**src/rtl/vdrop_pkg.sv**
```systemverilog
package vdrop_pkg;
  localparam logic [1:0] MODE_OFF = 2'b00;
  localparam logic [1:0] MODE_NDV = 2'b01;
  localparam logic [1:0] MODE_PVD = 2'b10;

  typedef struct packed {
    logic clear;
    logic start;
    logic add;
    logic last;
    logic pvdMode;
  } detStrobe_t;
endpackage

```
**src/rtl/vdrop_ctrl.sv**
```systemverilog
module vdrop_ctrl
  import vdrop_pkg::*;
#(
  parameter int PVD_DEPTH = 32,
  parameter int NDV_DEPTH = 16
) (
  input  logic       clk,
  input  logic       rstN,
  input  logic       cycleStart,
  input  logic       sampleTick,
  input  logic       adcValid,
  input  logic [1:0] modeSel,
  output detStrobe_t strb
);
  localparam int CNT_W = $clog2(PVD_DEPTH);
  localparam logic [CNT_W-1:0] PVD_LAST = CNT_W'(PVD_DEPTH - 1);
  localparam logic [CNT_W-1:0] NDV_LAST = CNT_W'(NDV_DEPTH - 1);

  logic             collecting;
  logic             pvdLatched;
  logic [CNT_W-1:0] cnt;
  logic [CNT_W-1:0] lastIdx;
  logic             modeOn;

  always_comb begin
    modeOn       = (modeSel == MODE_NDV) || (modeSel == MODE_PVD);
    lastIdx      = pvdLatched ? PVD_LAST : NDV_LAST;
    strb.clear   = cycleStart;
    strb.start   = !cycleStart && !collecting && sampleTick && modeOn;
    strb.add     = !cycleStart && collecting && adcValid;
    strb.last    = !cycleStart && collecting && adcValid && (cnt == lastIdx);
    strb.pvdMode = pvdLatched;
  end

  always_ff @(posedge clk or negedge rstN) begin
    if (!rstN) begin
      collecting <= 1'b0;
      pvdLatched <= 1'b0;
      cnt        <= '0;
    end else if (cycleStart) begin
      collecting <= 1'b0;
      cnt        <= '0;
    end else if (strb.start) begin
      collecting <= 1'b1;
      pvdLatched <= (modeSel == MODE_PVD);
      cnt        <= '0;
    end else if (strb.add) begin
      cnt <= cnt + 1'b1;
      if (strb.last) collecting <= 1'b0;
    end
  end
endmodule

```
**src/rtl/vdrop_dp.sv**
```systemverilog
module vdrop_dp
  import vdrop_pkg::*;
#(
  parameter int ADC_W     = 10,
  parameter int PVD_DEPTH = 32,
  parameter int NDV_DEPTH = 16,
  parameter int PVD_STEP  = 2,
  parameter int NDV_STEP  = 4
) (
  input  logic             clk,
  input  logic             rstN,
  input  detStrobe_t       strb,
  input  logic [ADC_W-1:0] adcCode,
  input  logic             enable,
  input  logic [ADC_W-1:0] winLo,
  input  logic [ADC_W-1:0] winHi,
  output logic             smpStrobe,
  output logic [ADC_W-1:0] smpValue,
  output logic             terminate
);
  localparam int PVD_SH = $clog2(PVD_DEPTH);
  localparam int NDV_SH = $clog2(NDV_DEPTH);
  localparam int SUM_W  = ADC_W + PVD_SH;
  localparam logic [ADC_W:0] PVD_STEP_V = (ADC_W+1)'(PVD_STEP);
  localparam logic [ADC_W:0] NDV_STEP_V = (ADC_W+1)'(NDV_STEP);

  logic [SUM_W-1:0] acc, accNext, avgWide;
  logic [ADC_W-1:0] peak;
  logic             smpPvd;
  logic [ADC_W:0]   stepVal;
  logic             inWin, dropHit;

  always_comb begin
    accNext = acc + SUM_W'(adcCode);
    avgWide = strb.pvdMode ? (accNext >> PVD_SH) : (accNext >> NDV_SH);
    stepVal = smpPvd ? PVD_STEP_V : NDV_STEP_V;
    inWin   = (smpValue > winLo) && (smpValue < winHi);
    dropHit = ({1'b0, smpValue} + stepVal) <= {1'b0, peak};
  end

  always_ff @(posedge clk or negedge rstN) begin
    if (!rstN) begin
      acc       <= '0;
      smpStrobe <= 1'b0;
      smpValue  <= '0;
      smpPvd    <= 1'b0;
    end else if (strb.clear) begin
      acc       <= '0;
      smpStrobe <= 1'b0;
    end else begin
      smpStrobe <= strb.last;
      if (strb.start) acc <= '0;
      else if (strb.add) acc <= accNext;
      if (strb.last) begin
        smpValue <= avgWide[ADC_W-1:0];
        smpPvd   <= strb.pvdMode;
      end
    end
  end

  always_ff @(posedge clk or negedge rstN) begin
    if (!rstN) begin
      peak      <= '0;
      terminate <= 1'b0;
    end else if (strb.clear) begin
      peak      <= '0;
      terminate <= 1'b0;
    end else if (smpStrobe && inWin) begin
      if (enable && dropHit) terminate <= 1'b1;
      if (smpValue > peak) peak <= smpValue;
    end
  end
endmodule

```
**src/rtl/vdrop_detector.sv**
```systemverilog
module vdrop_detector
  import vdrop_pkg::*;
#(
  parameter int ADC_W     = 10,
  parameter int PVD_DEPTH = 32,
  parameter int NDV_DEPTH = 16,
  parameter int PVD_STEP  = 2,
  parameter int NDV_STEP  = 4
) (
  input  logic             clk,
  input  logic             rstN,
  input  logic             cycleStart,
  input  logic             enable,
  input  logic [1:0]       modeSel,
  input  logic             sampleTick,
  input  logic             adcValid,
  input  logic [ADC_W-1:0] adcCode,
  input  logic [ADC_W-1:0] winLo,
  input  logic [ADC_W-1:0] winHi,
  output logic             terminate
);
  detStrobe_t       strb;
  logic             smpStrobe;
  logic [ADC_W-1:0] smpValue;

  vdrop_ctrl #(.PVD_DEPTH(PVD_DEPTH), .NDV_DEPTH(NDV_DEPTH)) ctrlI (
    .clk(clk), .rstN(rstN), .cycleStart(cycleStart), .sampleTick(sampleTick),
    .adcValid(adcValid), .modeSel(modeSel), .strb(strb)
  );

  vdrop_dp #(
    .ADC_W(ADC_W), .PVD_DEPTH(PVD_DEPTH), .NDV_DEPTH(NDV_DEPTH),
    .PVD_STEP(PVD_STEP), .NDV_STEP(NDV_STEP)
  ) dpI (
    .clk(clk), .rstN(rstN), .strb(strb), .adcCode(adcCode), .enable(enable),
    .winLo(winLo), .winHi(winHi), .smpStrobe(smpStrobe), .smpValue(smpValue),
    .terminate(terminate)
  );
endmodule

```
**config.mk**
```make
export PLATFORM = sky130hd
export DESIGN_NAME = vdrop_detector
export DESIGN_NICKNAME = d
export VERILOG_FILES = /design/src/rtl/vdrop_pkg.sv /design/src/rtl/vdrop_ctrl.sv /design/src/rtl/vdrop_dp.sv /design/src/rtl/vdrop_detector.sv
export SDC_FILE = /design/constraint.sdc
export NUM_CORES = 1
export LEC_CHECK = 0
export ABC_CLOCK_PERIOD_IN_PS = 4900
export BUFFER_PORTS_ARGS = -buffer_cell sky130_fd_sc_hd__buf_2
export CORE_ASPECT_RATIO = 1.5
export CORE_UTILIZATION = 50
export DETAILED_ROUTE_END_ITERATION = 16
export GPL_TIMING_DRIVEN = 0
export PLACE_DENSITY = 0.69
export SLEW_MARGIN = 5
export SYNTH_ARGS = -nofsm -noshare
export SYNTH_HDL_FRONTEND = slang
export SYNTH_SLANG_ARGS = --single-unit
export TNS_END_PERCENT = 20
```
**constraint.sdc**
```tcl
create_clock -name clk -period 4.9 [get_ports clk]
set_input_delay 1.225 -clock clk [delete_from_list [all_inputs] [get_ports clk]]
set_output_delay 1.225 -clock clk [all_outputs]
set_load 0.01 [all_outputs]
```
==> impl_metrics.toml, run 1 <==
[global_routing]
grt_pass1_wl_um = 14500
groute.usage.overall_pct = 23.9
antenna_found_initial = 0
grt_max_degree = 46
grt.busiest_layer = "met2"
use_met1_pct = 25.2
grt_use_met2_pct = 45.5
grt_pass1_vias = 3279
grt_overflow = 0
grt.met3_usage_pct = 2.89

[min_path]
hold_path.class = "flip-flop to flip-flop"
holdCritStartpoint = "dpI.acc[7]"

[run]
drv_cap = 0

[sta]
worst_slew_margin_rel_pct = 32.1
slew_viol_final = 0
max_freq_mhz = 313
hold_slack_ns = 0.508
fin_skew_ns = 0.0122
rsz0062_at_grt = "false"
setup-tns-final_ns = 0
setup_viol = 0
finalHoldViolCount = 0
fin_crit_ns = 3.19
worst_slew_pin_slew_ns = 1.02
fin_crit_sh_pct = 65.2

[clocking]
clkSinkCount = 45
clk_latency_ns = 0.31
cts_inserted_buffers = 5
clockBufferDepth = 2
ctsHoldBuffers = 0
path_clk_slew_ns = 0.09
cts_post_setup_buffers_inserted = 0
cts_tree = "done"
cts_resized = 0
cts_max_level = 2
cts-root-buf = "clkbuf_8"

[power_and_ir_drop]
combPwrFrac_pct = 16.5
p_per_area_mw_per_mm2 = 189
p_leak_nw = 2.03
switching_power_w = 0.000213
p_seq_share_pct = 48.5
p_clk_share_pct = 35.0
peakVddDrop_mv = 0.176
swShare_pct = 26.9
power.internal_w = 0.000578

[logic_synthesis]
ys_seq_area_share_pct = 29.9
synth_area_leader_cell = "dfrtp_1"
synth_cells = 424
ys.warnings.count = 0
synth_commonest_cells = "52 x ha_1, 45 x dfrtp_1, 40 x inv_1"
ys_ff_latch = 45
yosysTopAreaCellShare_pct = 29.9
synthFlopType = "dfrtp_1"
synth.cell_area_mm2 = 0.00376
synthTopCellsByArea = "dfrtp_1 30%, ha_1 17%, inv_1 4.0%"
synth_edf_count = 0
synthArstFlopShare_pct = 100
synth_fp_nets = 516
synth.most_common_cell = "ha_1"
ys_types = 61
synth.avg_cell_area_um2 = 8.88

[final_layout]
fillers = 675
antenna_cells = 0
final-seq-area_mm2 = 0.00113
area.growth.synth_to_final_pct = 11.0
drive_above_1_share_pct = 13.9
nets = 560
multiInputGateArea_mm2 = 0.00242

[worst_setup_path]
cp.required_ns = 5.10
r2r_slack_ns = 1.93
critical_path_class = "input port to flip-flop"
slowest_delay_ns = 0.43
crit_family = "compound AO/OA/AOI/OAI gates"
worstPathArrival_ns = 3.40
critPathLaunchType = "input port"
endpoint_kind = "flip-flop"
crit_buf_inv = 1
critPathMaxFanout = 7
slowest_stage = "a221oi_4"
rr_worst_depth = 13
worstSetupEndpoint = "dpI.smpValue[7]"
cp-startpoint = "adcCode[0]"
crit_chain = "buf_2 > ha_1 > fa_1 > a21o_1 > a221oi_4 > o22ai_2 > xnor2_1 > mux2i_1 > mux2_2"
cp.depth = 9
reg2reg_to = "dpI.terminate"
r2r-start = "dpI.smpValue[1]"

[floorplan]
core-area_mm2 = 0.00727
io_pins = 39
die_area_mm2 = 0.00789
dieWidth_um = 72.9
die_h_um = 108
fp-row-count = 38
initial_core_util_pct = 51.8

[drt]
ant_nets = 0
drc = 0
dr_total_vias = 3226
totalWireLength_um = 8550
dr.pass1.iters = 4
drtIter0Drc = 70
viasPerCell = 5.68
wl_per_cell_um = 15.1

[placement]
finalWeightedCongestion = 0.846
port_buffers = 37
dp_hpwl_um = 6580

[status]
status = "complete, no violations"
## final cells by class
| type | instances | share of cell area (%) |
|---|---|---|
| Multi-Input combinational cell | 323 | 57.8 |
| Sequential cell | 45 | 26.9 |
| Timing Repair Buffer | 37 | 4.43 |
| Inverter | 41 | 3.68 |
| Tap cell | 100 | 2.99 |
| Clock buffer | 5 | 1.65 |
| Buffer | 15 | 1.65 |
| Clock inverter | 2 | 0.838 |
## metal layers
layer  wire [um]  share of wire (%)
met4         292                3.4
met5           0                  0
met1        3470                 41
met2        4590                 54
met3         196                2.3
## sequential cells by signal, indices dropped and copies added (netlist names)
signal	flops
ctrlI.collecting	1
dpI.terminate	1
dpI.smpValue	10
dpI.acc	15
dpI.peak	10
ctrlI.pvdLatched	1
ctrlI.cnt	5
dpI.smpStrobe	1
dpI.smpPvd	1
## metrics by stage
stage | setup slack (ns) | std cells | power, W | cell area [um^2] | utilization (%)
after CTS | 1.70 | 568 | 0.000801 | 4180 | 57.4
after detailed placement | 1.38 | 561 | 0.000521 | 4080 | 56.0
after global routing | 1.60 | 568 | 0.000834 | 4180 | 57.4
after floorplan | 1.71 | 424 | 0.000474 | 3760 | -
final | 1.71 | 568 | 0.000791 | 4180 | 57.4
after global placement | 1.41 | 561 | 0.000518 | 4080 | 56.0
## worst min-delay path, delay by kind of cell, from the launching register on
family,cells,cell delay (ns)
AO/OA/AOI/OAI,1,0.06
AND/OR/NAND/NOR,1,0.05
flip-flops,1,0.36
## cells in the final DEF (no fill, tap or decap), types with 3 or more instances in the layout
| master | instances |
|---|---|
| dfrtp_1 | 45 |
| a31oi_1 | 5 |
| a211oi_1 | 3 |
| nand4_1 | 6 |
| nor2_1 | 22 |
| a21o_1 | 6 |
| a22o_1 | 7 |
| clkbuf_1 | 6 |
| nand3_1 | 19 |
| and3_1 | 7 |
| o22ai_1 | 3 |
| a21oi_1 | 25 |
| o21a_1 | 5 |
| mux2i_1 | 13 |
| xnor2_1 | 10 |
| nand2_1 | 30 |
| buf_2 | 44 |
| o2111ai_1 | 3 |
| clkbuf_8 | 5 |
| ha_1 | 52 |
| inv_1 | 40 |
| nor2b_1 | 9 |
| o21ai_0 | 21 |
| xor2_1 | 9 |
| o211ai_1 | 3 |
| nand2b_1 | 23 |
## power groups by stage
stage / clock network, W / logic (W) / registers (W)
finish: 0.000277 / 0.000130 / 0.000384
global placement: 0 / 0.000127 / 0.000391
CTS: 0.000286 / 0.000131 / 0.000384
detailed placement: 0 / 0.000130 / 0.000391
global route: 0.000302 / 0.000147 / 0.000385
floorplan: 0 / 0.0000852 / 0.000389
## worst min path at each step
stage / slack, ns / depth (start not counted) / end
after floorplan: 0.45 / 2 / dpI.acc[9]
after global placement: 0.47 / 2 / dpI.acc[7]
after detailed placement: 0.48 / 2 / dpI.acc[7]
after CTS: 0.50 / 2 / dpI.acc[7]
after global routing: 0.53 / 1 / dpI.acc[0]
final: 0.51 / 2 / dpI.acc[7]
## kinds of logic after synthesis
kind of cell	after synthesis	synth area share [%]
multiplexers	16	4.45
buffers and inverters	56	5.92
AO/OA/AOI/OAI	103	18.8
AND/OR/NAND/NOR	131	18.1
flip-flops	45	29.9
adder cells (fa/ha/maj)	54	18.3
XOR/XNOR	19	4.42
Note: power is estimated with default switching activity, not from simulation.
==> run 2, diff against run 1 <==
--- a/config.mk
+++ b/config.mk
@@ -5,13 +5,13 @@
 export SDC_FILE = /design/constraint.sdc
 export NUM_CORES = 1
 export LEC_CHECK = 0
-export ABC_CLOCK_PERIOD_IN_PS = 4900
+export ABC_CLOCK_PERIOD_IN_PS = 2700
 export BUFFER_PORTS_ARGS = -buffer_cell sky130_fd_sc_hd__buf_2
 export CORE_ASPECT_RATIO = 1.5
 export CORE_UTILIZATION = 50
 export DETAILED_ROUTE_END_ITERATION = 16
 export GPL_TIMING_DRIVEN = 0
-export PLACE_DENSITY = 0.69
+export PLACE_DENSITY = 0.72
 export SLEW_MARGIN = 5
 export SYNTH_ARGS = -nofsm -noshare
 export SYNTH_HDL_FRONTEND = slang
==> constraint.sdc (replaced) <==
create_clock -name clk -period 2.7 [get_ports clk]
set_input_delay 0.675 -clock clk [delete_from_list [all_inputs] [get_ports clk]]
set_output_delay 0.675 -clock clk [all_outputs]
set_load 0.01 [all_outputs]
==> run 2 against run 1 <==
Net effect:
- first-iteration DRC count up 13%
- core utilization up 0.33 points
- via count down 1.9%
- worst setup slack worse by 1.6 ns
- sequential share of layout area down 0.093 points
- die area unchanged
- sequential cell count unchanged
- critical path depth up 4
- wire length down 0.98%
- non-clock buffer count up 4
- critical path type is now flip-flop to flip-flop
==> impl_metrics.toml, run 2 (synthesis results as in run 1) <==
[placement]
post-place-ws_ns = -0.249
placed_cells = 561
dp_hpwl_um = 6610
placed_area_mm2 = 0.00408
finalWeightedCongestion = 0.830
port_buffers = 37

[min_path]
hold_depth = 2
hold_path.class = "flip-flop to flip-flop"
holdCritStartpoint = "dpI.acc[7]"
holdPathEnd = "dpI.acc[7]"

[sta]
worst_slew_pin_slew_ns = 1.01
fin_crit_ns = 2.63
rsz0062_at_grt = "true"
max_freq_mhz = 380
hold_slack_ns = 0.507
setup-tns-final_ns = 0
fin_crit_sh_pct = 97.5
worst_slew_margin_rel_pct = 32.5
finalHoldViolCount = 0
finalWorstSetupSlack_ns = 0.0663
setup_viol = 0
slew_viol_final = 0
fin_skew_ns = 0.00962

[global_routing]
grt_max_degree = 46
grt_pass1_wl_um = 14400
grt_pass1_vias = 3170
groute.usage.overall_pct = 23.6
antenna_found_initial = 0
grt_overflow = 0

[clocking]
clk_latency_ns = 0.31
ctsHoldBuffers = 0
clockBufferDepth = 2
cts_max_level = 2
path_clk_slew_ns = 0.09
cts-root-buf = "clkbuf_8"
cts_tree = "done"
cts_inserted_buffers = 5
clkSinkCount = 45

[drt]
dr.pass1.iters = 4
drc = 0
ant_nets = 0
viasPerCell = 5.54
wl_per_cell_um = 14.8
totalWireLength_um = 8470
dr_total_vias = 3165
drtIter0Drc = 79

[worst_setup_path]
r2r_slack_ns = 0.07
rr_worst_depth = 13
endpoint_kind = "flip-flop"
reg2reg_to = "dpI.terminate"
critical_path_class = "flip-flop to flip-flop"
worstPathArrival_ns = 2.80
r2r-start = "dpI.smpValue[1]"
critPathMaxFanout = 2
critPathLaunchType = "flip-flop"
cp.required_ns = 2.87

[floorplan]
initial_core_util_pct = 51.8
io_pins = 39
fp-row-count = 38
core-area_mm2 = 0.00727
dieWidth_um = 72.9
die_area_mm2 = 0.00789
die_h_um = 108

[final_layout]
top_register = "dpI.acc"
area.growth.synth_to_final_pct = 11.6
final_cells = 571
final_area_mm2 = 0.00420
drive_above_1_share_pct = 15.9
layout_common_cells = "52 x ha_1, 44 x buf_2, 43 x dfrtp_1"
nets = 564
fillers = 656
largest_registers = "dpI.acc x15, dpI.peak x10, dpI.smpValue x10"
antenna_cells = 0
final_common_cell = "ha_1"
largest_register_ffs = 15

[run]
drv_cap = 0

[power_and_ir_drop]
p_per_area_mw_per_mm2 = 317
peakVddDrop_mv = 0.217
p_leak_nw = 2.03

[status]
status = "complete, no violations"
run 2: changes by cell type in the layout (fill, tap and decap cells not counted):
cell,change
fa_1,-1
buf_4,+4
fa_2,+1
a21oi_2,+1
dfrtp_1,-2
nor2_1,-2
dfrtp_2,+2
nand3_2,+1
a21oi_1,-1
nor2_4,+1
nor2_2,+1
nand3_1,-1
bufinv_16,-1
run 2: what timing repair did:
item / 4_1_cts / 5_1_grt
setup endpoints to repair: 1 / 3
resized for setup: 6 / 2
setup buffers: 1 / 3
pin swaps: 0 / 2
run 2: power by group:
group | switching [W] | total (W) | internal (W)
Combinational | 0.000139 | 0.000237 | 0.0000975
Sequential | 0.0000124 | 0.000697 | 0.000684
Clock | 0.000229 | 0.000399 | 0.000171
run 2: how the worst max path moves through the flow:
| stage | cells after the start | slack (ns) | endpoint | from |
|---|---|---|---|---|
| CTS | 13 | 0.02 | dpI.terminate | dpI.smpValue[1] |
| detailed placement | 9 | -0.25 | dpI.smpValue[9] | adcCode[0] |
| floorplan | 8 | 0.06 | dpI.smpValue[7] | adcCode[0] |
| global placement | 9 | -0.23 | dpI.smpValue[7] | adcCode[0] |
| global route | 13 | -0.07 | dpI.terminate | dpI.smpPvd |
| finish | 13 | 0.07 | dpI.terminate | dpI.smpValue[1] |
run 2: critical path, stage by stage, from the launching register on:
cell and delay, ns:
dfrtp_2 0.42, ha_1 0.21, fa_2 0.37, nand3_2 0.13, nor2_4 0.06, nand3_1 0.09
xnor2_1 0.08, ha_1 0.31, nand2_1 0.07, or2_2 0.30, o21bai_1 0.17, a21oi_2 0.11
o22a_1 0.14, o41ai_1 0.06
run 2: metal layers:
layer	GRT usage, %	vias up	wire [um]
met4	9.10	0	214
met5	0	-	0
met1	26.0	1493	3540
met3	2.80	17	151
li1	-	1602	-
met2	45.0	53	4570
run 2: final cells by class:
cell class                      instances  area (um^2)  area share, %
Buffer                                 15         68.8           1.64
Clock buffer                            5         68.8           1.64
Clock inverter                          1         5.00          0.119
Inverter                               41          154           3.66
Multi-Input combinational cell        323         2440           58.0
Sequential cell                        45         1130           26.9
Tap cell                              100          125           2.98
Timing Repair Buffer                   41          215           5.12
run 2: per-stage QoR:
step | utilization (%) | power (W)
6_report | 57.8 | 0.00133
3_5_place_dp | 56.0 | 0.000945
3_3_place_gp | 56.0 | 0.000939
5_1_grt | 57.8 | 0.00140
2_1_floorplan | - | 0.000861
4_1_cts | 57.3 | 0.00135
